[config.mk]
export PLATFORM = sky130hd
export DESIGN_NAME = trig_sched_ctrl
export DESIGN_NICKNAME = d
export VERILOG_FILES = /design/src/rtl/evc_pkg.sv /design/src/rtl/evc_sampler.sv /design/src/rtl/evc_actreg.sv /design/src/rtl/evc_sequencer.sv /design/src/rtl/trig_sched_ctrl.sv
export SDC_FILE = /design/constraint.sdc
export NUM_CORES = 1
export LEC_CHECK = 0
export CAP_MARGIN = 40
export CORE_AREA = 5 5 46 64
export DETAILED_ROUTE_END_ITERATION = 6
export DIE_AREA = 0 0 51 69
export DONT_BUFFER_PORTS = 1
export PLACE_DENSITY = 0.61
export REMOVE_ABC_BUFFERS = 1
export SLEW_MARGIN = 15
export SYNTH_ARGS = -nofsm -noshare
export SYNTH_HDL_FRONTEND = slang
export SYNTH_SLANG_ARGS = --single-unit
[constraint.sdc]
create_clock -name clk -period 2.5 [get_ports clk]
set_input_delay 0.25 -clock clk [delete_from_list [all_inputs] [get_ports clk]]
set_output_delay 0.25 -clock clk [all_outputs]
set_load 0.01 [all_outputs]
[src/rtl/evc_pkg.sv]
package evc_pkg;

  localparam int NUM_TRIG = 3;
  localparam int NUM_ACT  = 4;

  typedef enum logic {
    ST_IDLE = 1'b0,
    ST_RUN  = 1'b1
  } seq_state_e;

  // An action visible at offset ofs is decided in the cycle whose
  // relative index is one less, because the action flop adds a cycle.
  function automatic logic decide_now(input int unsigned rel, input int unsigned ofs);
    return (rel + 1) == ofs;
  endfunction

  function automatic logic too_early(input int unsigned rel, input int unsigned lo);
    return rel < lo;
  endfunction

  function automatic logic window_last(input int unsigned rel, input int unsigned hi);
    return rel == hi;
  endfunction

endpackage

[src/rtl/evc_sampler.sv]
module evc_sampler #(
  parameter int N = 3
) (
  input  logic         clk,
  input  logic         rst,
  input  logic [N-1:0] pin,
  output logic [N-1:0] evt
);

  for (genvar k = 0; k < N; k++) begin : g_pin
    logic cap_q;
    logic old_q;

    always_ff @(posedge clk) begin
      if (rst) begin
        cap_q <= 1'b0;
        old_q <= 1'b0;
      end else begin
        cap_q <= pin[k];
        old_q <= cap_q;
      end
    end

    assign evt[k] = cap_q ^ old_q;
  end

endmodule

[src/rtl/evc_actreg.sv]
module evc_actreg #(
  parameter int N = 4
) (
  input  logic         clk,
  input  logic         rst,
  input  logic [N-1:0] flip,
  output logic [N-1:0] lvl
);

  for (genvar k = 0; k < N; k++) begin : g_act
    logic lvl_q;

    always_ff @(posedge clk) begin
      if (rst)          lvl_q <= 1'b0;
      else if (flip[k]) lvl_q <= ~lvl_q;
    end

    assign lvl[k] = lvl_q;
  end

endmodule

[src/rtl/evc_sequencer.sv]
module evc_sequencer
  import evc_pkg::*;
#(
  parameter int unsigned SLACK_B   = 1,
  parameter int unsigned OFS_PAIR  = 2,
  parameter int unsigned OFS_THIRD = 3,
  parameter int unsigned WIN_LO    = 3,
  parameter int unsigned WIN_HI    = 6
) (
  input  logic                clk,
  input  logic                rst,
  input  logic [NUM_TRIG-1:0] evt,
  output logic [NUM_ACT-1:0]  flip,
  output logic                viol_q
);

  localparam int CW = $clog2(WIN_HI + 1);

  seq_state_e    st_q;
  logic [CW-1:0] rel_q;
  logic          got_b_q;

  logic e_a, e_b, e_c, b_ok, in_run, in_idle;
  logic dup_a, dup_b, late_b, miss_b0, early_c, idle_c, late_c, fault;
  logic start, fire_pair, fire_third, fire_last;
  int unsigned rel;

  always_comb begin
    e_a     = evt[0];
    e_b     = evt[1];
    e_c     = evt[2];
    rel     = 32'(rel_q);
    in_run  = (st_q == ST_RUN);
    in_idle = (st_q == ST_IDLE);
    b_ok    = got_b_q | e_b;

    dup_a   = in_run & e_a;
    dup_b   = in_run & e_b & got_b_q;
    late_b  = in_run & ~b_ok & (rel >= SLACK_B);
    miss_b0 = in_idle & e_a & ~e_b & (SLACK_B == 0);
    early_c = in_run & e_c & too_early(rel, WIN_LO);
    idle_c  = in_idle & e_a & e_c;
    late_c  = in_run & ~e_c & window_last(rel, WIN_HI);
    fault   = dup_a | dup_b | late_b | miss_b0 | early_c | idle_c | late_c;

    start      = in_idle & e_a & ~fault;
    fire_pair  = in_run & ~fault & b_ok & decide_now(rel, OFS_PAIR);
    fire_third = in_run & ~fault & b_ok & decide_now(rel, OFS_THIRD);
    fire_last  = in_run & ~fault & e_c;

    flip = {fire_last, fire_third, fire_pair, fire_pair};
  end

  always_ff @(posedge clk) begin
    if (rst) begin
      st_q    <= ST_IDLE;
      rel_q   <= '0;
      got_b_q <= 1'b0;
      viol_q  <= 1'b0;
    end else begin
      viol_q <= fault;
      unique case (st_q)
        ST_IDLE: begin
          if (start) begin
            st_q    <= ST_RUN;
            rel_q   <= CW'(1);
            got_b_q <= e_b;
          end
        end
        ST_RUN: begin
          if (fault | fire_last) begin
            st_q    <= ST_IDLE;
            rel_q   <= '0;
            got_b_q <= 1'b0;
          end else begin
            rel_q   <= rel_q + CW'(1);
            got_b_q <= b_ok;
          end
        end
        default: st_q <= ST_IDLE;
      endcase
    end
  end

  // the relative counter never runs past the end of the finish window
  a_r6_rel_bounded: assert property (@(posedge clk) disable iff (rst)
    (st_q == ST_RUN) |-> (32'(rel_q) <= WIN_HI && rel_q != '0));

  // past the confirm slack, an open transaction has always seen the confirm
  a_r4_confirm_held: assert property (@(posedge clk) disable iff (rst)
    (st_q == ST_RUN && 32'(rel_q) > SLACK_B) |-> got_b_q);

  // without a start event the idle state is kept and no violation follows
  a_r8_idle_stays: assert property (@(posedge clk) disable iff (rst)
    (st_q == ST_IDLE && !evt[0]) |=> (st_q == ST_IDLE && !viol_q));

  // a repeated start closes the open transaction
  a_r7_dup_closes: assert property (@(posedge clk) disable iff (rst)
    dup_a |=> (st_q == ST_IDLE && viol_q));

endmodule

[src/rtl/trig_sched_ctrl.sv]
module trig_sched_ctrl
  import evc_pkg::*;
#(
  parameter int unsigned SLACK_B   = 1,
  parameter int unsigned OFS_PAIR  = 2,
  parameter int unsigned OFS_THIRD = 3,
  parameter int unsigned WIN_LO    = 3,
  parameter int unsigned WIN_HI    = 6
) (
  input  logic                clk,
  input  logic                rst,
  input  logic [NUM_TRIG-1:0] trig_in,
  output logic [NUM_ACT-1:0]  act_out,
  output logic                viol
);

  logic [NUM_TRIG-1:0] trig_evt;
  logic [NUM_ACT-1:0]  act_flip;

  evc_sampler #(.N(NUM_TRIG)) u_sampler (
    .clk (clk),
    .rst (rst),
    .pin (trig_in),
    .evt (trig_evt)
  );

  evc_sequencer #(
    .SLACK_B   (SLACK_B),
    .OFS_PAIR  (OFS_PAIR),
    .OFS_THIRD (OFS_THIRD),
    .WIN_LO    (WIN_LO),
    .WIN_HI    (WIN_HI)
  ) u_seq (
    .clk    (clk),
    .rst    (rst),
    .evt    (trig_evt),
    .flip   (act_flip),
    .viol_q (viol)
  );

  evc_actreg #(.N(NUM_ACT)) u_act (
    .clk  (clk),
    .rst  (rst),
    .flip (act_flip),
    .lvl  (act_out)
  );

  // the paired actions always move on the same edge
  a_r2_pair_moves: assert property (@(posedge clk) disable iff (rst)
    (act_out[0] != $past(act_out[0])) |-> (act_out[1] != $past(act_out[1])));

  // no action moves on the edge that raises the violation pulse
  a_r11_quiet_on_viol: assert property (@(posedge clk) disable iff (rst)
    viol |-> (act_out == $past(act_out)));

  // the violation pulse lasts a single cycle
  a_r11_single_pulse: assert property (@(posedge clk) disable iff (rst)
    viol |=> !viol);

  // the finish action never shares an edge with the third action
  a_r3_last_apart: assert property (@(posedge clk) disable iff (rst)
    (act_out[3] != $past(act_out[3])) |-> (act_out[2] == $past(act_out[2])));

endmodule

## Word-level counts from Yosys, hierarchy flattened

Cells that the tools add are included.

- Flip-flop bits (word level): 16
- Input bits: 5
- Output and inout port bits: 5
- Word-level logic and storage cells: 66

- Equal/unequal tests: 4
- $add $sub $neg: 2
- Magnitude comparators: 2
- Muxes and demuxes: 9
- Bitwise operators: 35

Operators with widths:

| operator | number |
|---|---|
| 32-bit by 2-bit equality test with 1-bit output (second input constant) | 2 |
| 1-bit AND | 17 |
| 1-bit inverter | 8 |
| 1-bit bitwise OR | 7 |
| 3-bit 2-to-1 mux | 2 |
| 3-bit case mux with 2 select lines | 1 |
| 3-bit by 1-bit adder with 4-bit output (second input constant) | 1 |
| 1-bit 2-to-1 mux | 4 |
| 1-bit case mux with 2 select lines | 2 |
| 3-bit by 1-bit adder with 3-bit output (second input constant) | 1 |
| 3-bit equality test (second input constant) | 1 |
| 3-bit by 1-bit greater-or-equal comparator with 1-bit output (second input constant) | 1 |
| 3-bit by 2-bit less-than comparator with 1-bit output (second input constant) | 1 |
| 1-bit bitwise XOR | 3 |
| 2-bit != test (second input constant) | 1 |

## Logic depth before layout (Yosys ltp)

- Depth after elaboration: 15
- Gate-level depth with buffers: 6
- Depth with buffers taken out: 6

## By module

A second synthesis with hierarchy kept.

- Cell total of the unflattened synthesis: 89
- Area, all modules: 804.5 µm²

Modules (own cells, without submodules):

| module | instances | area each (µm²) | cells an instance |
|---|---|---|---|
| evc_sequencer | 1 | 457.9 | 58 |
| evc_sampler | 1 | 186.4 | 15 |
| evc_actreg | 1 | 160.2 | 16 |

## Least setup slack after synthesis

OpenSTA, ideal clock, no wires.

- Path kind: reg-to-reg
- Start point: register u_seq.rel_q[0]
- End point: register u_act.g_act[0].lvl_q
- Clock period less this slack: 1780 ps
- Path buffers: 0
- Cell stages (with the launch flop): 7
- Setup slack: 720 ps
- Required time: 2379 ps
- Library setup time: 121 ps
- Arrival: 1658 ps
- Cells stage by stage: dfxtp_1 -> inv_1 -> ha_1 -> and3_4 -> a211oi_4 -> and3_4 -> mux2_4

- Word-level cells in the longest chain between the ends: 10
- Elaborated cells on any way between the ends: 16
- Those cells by class: add/sub: 1; order compare: 2; eq/ne: 2; bitwise: 11

RTL lines:

| element | line | RTL |
|---|---|---|
| start: declaration | evc_sequencer.sv:20 | `logic [CW-1:0] rel_q;` |
| start signal: assignment | evc_sequencer.sv:76 | `rel_q <= rel_q + CW'(1);` |
| 3-bit by 1-bit greater-or-equal comparator with 1-bit output | evc_sequencer.sv:39 | `late_b = in_run & ~b_ok & (rel >= SLACK_B);` |
| 1-bit AND | evc_sequencer.sv:39 |  |
| 1-bit bitwise OR (4 in a row) | evc_sequencer.sv:44 | `fault = dup_a \| dup_b \| late_b \| miss_b0 \| early_c \| idle_c \| late_c;` |
| 1-bit inverter | evc_sequencer.sv:47 | `fire_pair = in_run & ~fault & b_ok & decide_now(rel, OFS_PAIR);` |
| 1-bit AND (2 in a row) | evc_sequencer.sv:47 |  |
| 1-bit AND * | evc_sequencer.sv:47 |  |
| end signal: assignment | evc_actreg.sv:15 | `else if (flip[k]) lvl_q <= ~lvl_q;` |
| end: declaration | evc_actreg.sv:11 | `logic lvl_q;` |

Mark *: on every way between the ends. The rest lies on a longest branch, timed or not.
A chain may end at the register's enable or synchronous reset.

## Worst setup path in the final report

- Start point: register u_seq.rel_q[0]
- End point: register u_act.g_act[1].lvl_q

- Word-level cells in the longest chain between the ends: 10
- Elaborated cells on any way between the ends: 16
- Those cells by class: add/sub: 1; order compare: 2; eq/ne: 2; bitwise: 11

RTL lines:

| element | line |
|---|---|
| 3-bit by 1-bit greater-or-equal comparator with 1-bit output | evc_sequencer.sv:39 |
| 1-bit AND | evc_sequencer.sv:39 |
| 1-bit bitwise OR (4 in a row) | evc_sequencer.sv:44 |
| 1-bit inverter | evc_sequencer.sv:47 |
| 1-bit AND (2 in a row) | evc_sequencer.sv:47 |
| 1-bit AND * | evc_sequencer.sv:47 |
| end signal: assignment | evc_actreg.sv:15 |
| end: declaration | evc_actreg.sv:11 |

Marks and branches as above.

==> metrics.md <==
| Metric | Value |
|---|---|
| Final Power | `509 µW` |
| Seq/Total Area, Yosys | `a little under two fifths` |
| WP data arrival | `around 2.1 ns` |
| Die W | `approximately 51 µm` |
| Worst reg2reg path depth | `6` |
| Worst min-delay path class | `in -> reg` |
| Crit path cell chain | `inv_1, ha_1, and3_4, a211oi_4, and3_4, mux2_4` |
| NetSw | `between 100 and 150 µW` |
| Worst Hold End | `u_sampler.g_pin[0].cap_q` |
| Number of CTS-inserted buffers | `3` |
| R2R Path End | `u_act.g_act[1].lvl_q` |
| Internal power | `between 300 and 400 µW` |
| Crit path buf inv count | `1` |
| Critical path required time | `between 2 and 3 ns` |
| Sw Share | `between 20 and 25%` |
| GRT Residual Overflow | `0` |
| Port Buffers | `0` |
| CTS tree | `done` |
| Primary FF master, synth | `dfxtp_1` |
| Hold buffers post-CTS | `0` |
| Starting density of the core | `37.0%` |
| Share of layout cells above drive strength 1 | `16.3%` |
| Slew Limit Fails | `0` |
| Setup TNS | `0 ns` |
| Post-detail-place hpwl | `approximately 1100 µm` |
| RSZ-0062 raised after global routing | `no` |
| Slew margin rel. | `between 70% and 80%` |
| Worst slew pin tran | `roughly 0.4 ns` |
| Die height | `just under 70 µm` |
| Final wirelength | `1440 µm` |
| Critical path's top delay family | `simple AND/OR/NAND/NOR gates` |
| Post-synthesis cell type count | `31` |
| Clock power share | `about a third` |
| GRT Total Usage | `between 9 and 10%` |
| Max Cap Viol | `0` |
| Iteration-0 DRC Markers | `13` |
| Post-CTS setup buffer count | `0` |
| Logic pwr share | `between 10% and 20%` |
| Fin Hold WS | `0.0222 ns` |
| Die footprint | `around 0.0035 mm²` |
| Pwr/cell area | `572 mW/mm²` |
| Boundary pin count | `10` |
| Antenna violations before repair | `0` |
| Setup crit end kind | `flop` |
| Worst Min Path Start | `rst` |
| CORE AREA | `0.00234 mm²` |
| DR DRC count | `0` |
| Vias in the first global route | `approximately 600` |
| Leak | `approximately 0.00031 µW` |
| Crit path max fanout | `6` |
| Post-synth top area cell | `dfxtp_1` |
| FF+latch count, synth | `16` |
| Worst r2r src | `u_seq.rel_q[0]` |
| Post-synth top area share | `about 37%` |
| Post-Place Setup Slack | `~0.61 ns` |
| Min Tclk post-route | `1.89 ns` |
| Final ANT Viol Nets | `0` |
| Slack of the worst reg-to-reg path | `0.61 ns` |
| Nets | `95` |
| Max stage delay cell, worst path | `dfxtp_1` |
| First-pass GRT wire length | `between 2000 and 2500 µm` |
| Startpoint Class | `flop` |
| Post-synth EDFFs | `0` |
| Placement Rows | `21` |
| Post-route clock period utilization | `about three quarters` |
| Via count | `581` |
| Synth Area per Inst | `~9.8 µm²` |
| Max VDD drop | `roughly 250 µV` |
| Post-CTS resize count | `0` |
| H-tree Lvls | `1` |
| Largest net degree at the start of global routing | `19` |
| CP max stage delay | `roughly 0.42 ns` |
| DR pass1 iterations | `5` |
| Mapped Cells | `88` |
| Fin. Hold Viols | `0` |
| Share of flip-flops with an asynchronous set or reset | `0%` |
| Yosys Warn Count | `0` |
| Sequential share of power | `54.4%` |
| Clk_skew | `between 0.007 and 0.008 ns` |
| Status | `finished clean` |
| Worst skew pair latency | `~0.28 ns` |
| Post-route setup slack | `between 0.6 and 0.7 ns` |
| Most used cell, CP | `and3_4` |
| F_max | `about 530 MHz` |
| Antenna diodes | `0` |
| Clock sink count | `16` |
| Final setup fails | `0` |
| Setup CP Type | `reg -> reg` |
| Area grow syn2layout | `3.04%` |
| Reg clk slew, reported paths | `0.10 ns` |
| Root buf cell | `clkbuf_4` |
| Routability cong. | `0.786` |
| Max clock buf depth | `2` |
| Synthesized area | `865 µm²` |
| Top post-synthesis cells by area | `dfxtp_1 (37%), nor2b_1 (6.5%), a21oi_1 (5.2%), ha_1 (4.3%), nor2_1 (4.3%)` |
| Vias/cell | `5.33` |
| DR WL/cell | `13.2 µm` |
| Worst hold stages | `1` |
==> cell type report <==
class,instances,area (µm²)
Timing Repair Buffer,1,10.0
Tap cell,23,28.8
Sequential cell,16,320
Fill cell,236,1450
Clock buffer,4,36.3
Inverter,5,18.8
Multi-Input combinational cell,60,477
==> metal layers <==
metal / GRT usage, % / up-vias / share of wire, %
met5: 0 / - / 0
met4: 6.29 / 0 / 1.7
met3: 3.02 / 2 / 3.8
met2: 15.8 / 14 / 52
met1: 9.03 / 273 / 42
li1: - / 292 / -
==> worst max path at each step <==
stage                               from                   end  slack [ns]  depth (start not counted)
after global routing      u_seq.rel_q[1]         u_seq.got_b_q        0.46                          6
after floorplan           u_seq.rel_q[0]  u_act.g_act[0].lvl_q        0.72                          6
after global placement    u_seq.rel_q[0]  u_act.g_act[0].lvl_q        0.67                          6
after detailed placement  u_seq.rel_q[0]  u_act.g_act[1].lvl_q        0.61                          6
after CTS                 u_seq.rel_q[0]  u_act.g_act[1].lvl_q        0.60                          6
final                     u_seq.rel_q[0]  u_act.g_act[1].lvl_q        0.61                          6
==> cells in the final DEF (no fill, tap or decap), types with 2 or more instances in the layout <==
cell	n
dfxtp_1	16
mux2_4	2
nor2_1	10
and3_4	2
ha_1	3
a2bb2oi_1	2
nor2b_1	9
nand2_1	3
a21oi_1	9
xnor2_1	3
clkbuf_4	3
inv_1	5
==> logic make-up after synthesis <==
family | after synthesis | share of synthesized area (%)
AND/OR/NAND/NOR | 30 | 19.1
flip-flops | 16 | 37.0
adder cells (fa/ha/maj) | 3 | 4.34
multiplexers | 2 | 3.47
XOR/XNOR | 6 | 7.82
AO/OA/AOI/OAI | 19 | 20.4
buffers and inverters | 12 | 7.82
==> per-stage QoR <==
step / std cells / cell area, µm² / utilization (%)
floorplan: 81 / 816 / -
global placement: 104 / 845 / 36.1
detailed placement: 104 / 845 / 36.1
CTS: 108 / 881 / 37.7
global route: 109 / 891 / 38.1
finish: 109 / 891 / 38.1
==> state kept, by name (all words and copies together) (netlist names) <==
register,count
u_seq.in_run,1
u_sampler.g_pin.old_q,3
u_seq.viol_q,1
u_sampler.g_pin.cap_q,3
u_act.g_act.lvl_q,4
u_seq.rel_q,3
u_seq.got_b_q,1
==> power by group through the flow <==
stage	Clock (µW)	Sequential [µW]	Combinational, µW
after floorplan	0	281	53.0
after global placement	0	282	62.3
after detailed placement	0	283	63.5
after CTS	177	277	63.7
after global routing	188	279	71.1
final	168	277	64.4
==> synth_stat cells (2+ instances only) <==
library cell and number:
a21oi_1 9, a2bb2oi_1 2, and3_4 2, buf_4 4, clkbuf_1 2, dfxtp_1 16, ha_1 3, inv_1 5
mux2_4 2, nand2_1 3, nor2_1 10, nor2b_1 9, xnor2_1 3
No activity file was read; power rests on OpenSTA's default activity.
